## src/rtl/dem_clk_pkg.sv

```systemverilog
package dem_clk_pkg;

   typedef enum logic [1:0] {
      RATIO_SLOW0 = 2'b00,
      RATIO_SLOW1 = 2'b01,
      RATIO_SLOW2 = 2'b10,
      RATIO_PARK  = 2'b11
   } ratio_e;

   // terminal count of the half-period counter for a given code
   function automatic int half_term(input logic [1:0] code, input int min_log2);
      return (1 << (min_log2 - 1 + int'(code))) - 1;
   endfunction

endpackage

```

## src/rtl/ws_frame_detect.sv

```systemverilog
module ws_frame_detect #(
   parameter bit FRAME_ALIGN = 1'b1
) (
   input  logic bck,
   input  logic rst_n,
   input  logic ws,
   output logic frame_start
);

   logic ws_q;

   always_ff @(negedge bck) begin
      if (!rst_n) ws_q <= 1'b0;
      else        ws_q <= ws;
   end

   generate
      if (FRAME_ALIGN) begin : g_align
         assign frame_start = ws_q & ~ws;
      end else begin : g_free
         assign frame_start = 1'b0;
      end
   endgenerate


   start_on_low_ws_chk: assert property (@(negedge bck) disable iff (!rst_n)
      frame_start |-> (ws == 1'b0));

endmodule

```

## src/rtl/ratio_hold.sv

```systemverilog
module ratio_hold
   import dem_clk_pkg::*;
(
   input  logic       bck,
   input  logic       rst_n,
   input  logic       load,
   input  logic [1:0] sel,
   output ratio_e     code
);

   ratio_e code_q;

   always_ff @(negedge bck) begin
      if (!rst_n)    code_q <= RATIO_PARK;
      else if (load) code_q <= ratio_e'(sel);
   end

   assign code = code_q;


   code_steady_chk: assert property (@(negedge bck) disable iff (!rst_n)
      !load |=> $stable(code_q));

endmodule

```

## src/rtl/dem_divider.sv

```systemverilog
module dem_divider
   import dem_clk_pkg::*;
#(
   parameter int MIN_DIV_LOG2 = 2
) (
   input  logic   bck,
   input  logic   rst_n,
   input  logic   restart,
   input  ratio_e code,
   output logic   dem,
   output logic   period_end
);

   localparam int CNT_W = MIN_DIV_LOG2 + 2;

   logic [CNT_W-1:0] cnt_q;
   logic [CNT_W-1:0] term;
   logic             dem_q;

   initial begin
      assert (MIN_DIV_LOG2 >= 1 && MIN_DIV_LOG2 <= 12)
         else $error("dem_divider: MIN_DIV_LOG2 out of range");
   end

   always_comb term = CNT_W'(half_term(code, MIN_DIV_LOG2));

   always_ff @(negedge bck) begin
      if (!rst_n) begin
         cnt_q <= '0;
         dem_q <= 1'b0;
      end else if (restart || code == RATIO_PARK) begin
         cnt_q <= '0;
         dem_q <= 1'b0;
      end else if (cnt_q == term) begin
         cnt_q <= '0;
         dem_q <= ~dem_q;
      end else begin
         cnt_q <= cnt_q + 1'b1;
      end
   end

   // end of a full output period: the high half is about to close
   assign period_end = (code == RATIO_PARK) || ((cnt_q == term) && dem_q);
   assign dem        = dem_q;


   cnt_below_term_chk: assert property (@(negedge bck) disable iff (!rst_n)
      cnt_q <= CNT_W'(half_term(RATIO_SLOW2, MIN_DIV_LOG2)));


   mid_count_quiet_chk: assert property (@(negedge bck) disable iff (!rst_n)
      (cnt_q != '0) |-> $stable(dem_q));


   park_low_chk: assert property (@(negedge bck) disable iff (!rst_n)
      (code == RATIO_PARK) |-> !dem_q);


   restart_low_chk: assert property (@(negedge bck) disable iff (!rst_n)
      restart |=> (!dem_q && cnt_q == '0));

endmodule

```

## src/rtl/dem_clk_gen.sv

```systemverilog
module dem_clk_gen
   import dem_clk_pkg::*;
#(
   parameter int MIN_DIV_LOG2 = 2,
   parameter bit FRAME_ALIGN  = 1'b1
) (
   input  logic       bck,
   input  logic       rst_n,
   input  logic       ws,
   input  logic [1:0] ratio_sel,
   output logic       dem_clk
);

   logic   frame_start;
   logic   period_end;
   logic   load;
   ratio_e code;

   ws_frame_detect #(.FRAME_ALIGN(FRAME_ALIGN)) u_frame (
      .bck         (bck),
      .rst_n       (rst_n),
      .ws          (ws),
      .frame_start (frame_start)
   );

   generate
      if (FRAME_ALIGN) begin : g_load_frame
         assign load = frame_start;
      end else begin : g_load_period
         assign load = period_end;
      end
   endgenerate

   ratio_hold u_ratio (
      .bck   (bck),
      .rst_n (rst_n),
      .load  (load),
      .sel   (ratio_sel),
      .code  (code)
   );

   dem_divider #(.MIN_DIV_LOG2(MIN_DIV_LOG2)) u_div (
      .bck        (bck),
      .rst_n      (rst_n),
      .restart    (frame_start),
      .code       (code),
      .dem        (dem_clk),
      .period_end (period_end)
   );


   reset_low_chk: assert property (@(negedge bck)
      !rst_n |=> !dem_clk);

endmodule

```

## config.mk

```make
export PLATFORM = sky130hd
export DESIGN_NAME = dem_clk_gen
export DESIGN_NICKNAME = d
export VERILOG_FILES = /design/src/rtl/dem_clk_pkg.sv /design/src/rtl/ws_frame_detect.sv /design/src/rtl/ratio_hold.sv /design/src/rtl/dem_divider.sv /design/src/rtl/dem_clk_gen.sv
export SDC_FILE = /design/constraint.sdc
export NUM_CORES = 1
export LEC_CHECK = 0
export BUFFER_PORTS_ARGS = -buffer_cell sky130_fd_sc_hd__buf_2
export CORE_AREA = 2 2 39 41
export DETAILED_ROUTE_END_ITERATION = 8
export DIE_AREA = 0 0 41 43
export GPL_ROUTABILITY_DRIVEN = 0
export PLACE_DENSITY = 0.57
export SETUP_SLACK_MARGIN = 0.1
export SYNTH_ARGS = -nofsm -noshare
export SYNTH_HDL_FRONTEND = slang
export SYNTH_HIERARCHICAL = 1
export SYNTH_SLANG_ARGS = --single-unit
export TNS_END_PERCENT = 10
```

## constraint.sdc

```tcl
create_clock -name bck -period 1.9 [get_ports bck]
set_input_delay 0.38 -clock bck [delete_from_list [all_inputs] [get_ports bck]]
set_output_delay 0.38 -clock bck [all_outputs]
set_load 0.01 [all_outputs]
```

==> metrics.md <==
| Metric | Value |
|---|---|
| Status | finished, violations left |
| Failing checks | negative setup slack |
| M3 GR Usage | approximately 7.3% |
| Root buffer cell | clkbuf_4 |
| Largest net degree at the start of global routing | 7 |
| Worst-path clk slew | approximately 0.040 ns |
| Slew Limit Fails | 0 |
| CP required | between 1.5 and 2 ns |
| Hold crit path type | flop to flop |
| Worst-Margin Slew | between 0.3 and 0.4 ns |
| R2R setup slack | between 0.4 and 0.5 ns |
| Post-Synthesis Cells | 40 |
| Worst R2R Start | u_ratio/code[0] |
| Maxcap violations | 0 |
| Avg Inst Size Synth | approximately 9.3 sq um |
| Starting density of the core | between 20% and 30% |
| Die Ht | 43 um |
| WS Path Type | flop to output port |
| Final HPWL DP | approximately 450 um |
| Syn_nets | 46 |
| GRT Util Overall | a little over a tenth |
| Critical Path Source Type | flop |
| Power Density | 791 nW/um^2 |
| Grt met2 use | 12.8% |
| Row Count | 14 |
| Finished Layout Cells | between 70 and 80 |
| Syn Std Cell Area | approximately 370 sq um |
| Crit Path Max Fanout | 2 |
| Commonest non-fill, non-tap cell in the layout | inv_1 |
| Die area | about 1800 sq um |
| Via/cell ratio | roughly 4.5 |
| P_leak | 0.227 nW |
| Routed Antenna Nets | 0 |
| RSZ-0062 raised after global routing | true |
| Initial antenna violation count | 0 |
| H-Tree Depth | 1 |
| Worst hold endpoint | u_div/cnt_q[0] |
| Worst-path cell chain | buf_6 |
| Layout cells sized above 1 | between 30% and 40% |
| Total CTS buffers | 3 |
| YS warnings | 6 |
| Rel. slew slack | between 70 and 80% |
| Placed Cells | 62 |
| Global-route wire length before repair | ~1200 um |
| CTS tree | yes |
| Final hold violations | 0 |
| Vias in the first global route | 329 |
| Clock tree buffer depth | 2 |
| DRT Wirelength | roughly 670 um |
| Chip width | between 40 and 50 um |
| Nets | 63 |
| GR peak layer | met2 |
| M1 GR Usage | approximately 11% |
| Skew-Pair Late Insertion Delay | approximately 0.32 ns |
| Diode count | 0 |
| Final number of setup-violating endpoints | 4 |
| Most frequent cells in the layout | inv_1, dfxtp_1, nor2_1 |
| IO Count | 6 |
| # DRC | 0 |
| CTS sink cnt | 8 |
| Top cell family by delay on the critical path | flip-flops |
| WP buf/inv | 1 |
| Min setup slack post-route | -0.182 ns |
| Hold Crit Depth | 1 |
| Global route overflow | 0 |
| Worst vdd ir | approximately 0.37 mV |
| DR vias | roughly 320 |
| FF-to-FF End | u_div/dem |
| Slowest library cell on the worst path | dfxtp_2 |
| Worst Hold Launch | u_div/cnt_q[0] |
| Worst Setup End Kind | output port |
| Worst Skew | 0.00575 ns |
| Starting DRT DRC Count | 9 |
| Final Util | between 30% and 40% |
| Worst EP arrival | 1.70 ns |
| FF-to-FF path depth | 4 |
| Router iterations before antenna repair | 2 |
| Core area | approximately 1400 sq um |
| Area growth from synthesis to layout | 35.1% |
| Worst path max stage delay | ~0.32 ns |
| Wire per inst | about 9.4 um |
| # port buffers | 5 |
[metrics by stage]
stage	hold slack (ns)	setup TNS [ns]	total power, mW	worst slack, ns	cell area (sq um)
CTS	0.468	-0.371	0.406	-0.177	495
floorplan	0.430	-1.72	0.226	-0.376	377
finish	0.482	-0.339	0.396	-0.182	500
global placement	0.482	-2.48	0.234	-0.451	425
detailed placement	0.471	-2.54	0.234	-0.462	425
global route	0.521	-0.408	0.433	-0.206	500
[repair_timing]
| item | in CTS | in global routing |
|---|---|---|
| resized for setup | 5 | 1 |
| pin swaps | 1 | 3 |
| setup endpoints to repair | 6 | 7 |
| setup buffers | 1 | 0 |
| hold buffers | 0 | 0 |
[where the power goes]
| group | switching [mW] | internal (mW) | total, mW | leakage (nW) |
|---|---|---|---|---|
| logic | 0.00757 | 0.0147 | 0.0222 | 0.105 |
| registers | 0.00309 | 0.173 | 0.176 | 0.0655 |
| clock network | 0.103 | 0.0953 | 0.198 | 0.0564 |
[state kept, by name (all words and copies together), names as in the netlist]
| signal | count |
|---|---|
| u_ratio/code | 2 |
| u_frame/ws_q | 1 |
| u_div/cnt_q | 4 |
| u_div/dem | 1 |
[per-layer routing]
metal / share of wire (%) / routed length [um]
met5: 0 / 0
met2: 50 / 333
met1: 40 / 270
met4: 3.6 / 24
met3: 5.7 / 38
[how the worst max path moves through the flow]
stage,startpoint,endpoint,slack (ns),cells past startpoint
2_1_floorplan,ws,u_div/dem,-0.38,5
3_3_place_gp,ws,u_div/cnt_q[1],-0.45,4
3_5_place_dp,ws,u_div/dem,-0.46,5
4_1_cts,u_div/dem,dem_clk,-0.18,1
5_1_grt,u_div/dem,dem_clk,-0.21,1
6_report,u_div/dem,dem_clk,-0.18,1
[layout make-up]
| class | count | area (sq um) |
|---|---|---|
| clock buffer | 3 | 22.5 |
| clock inverter | 8 | 30.0 |
| fill | 141 | 883 |
| inverter | 2 | 7.51 |
| multi-input combinational | 26 | 199 |
| sequential | 8 | 161 |
| tap | 16 | 20.0 |
| timing repair buffer | 8 | 60.1 |
No activity file was read; power rests on OpenSTA's default activity.
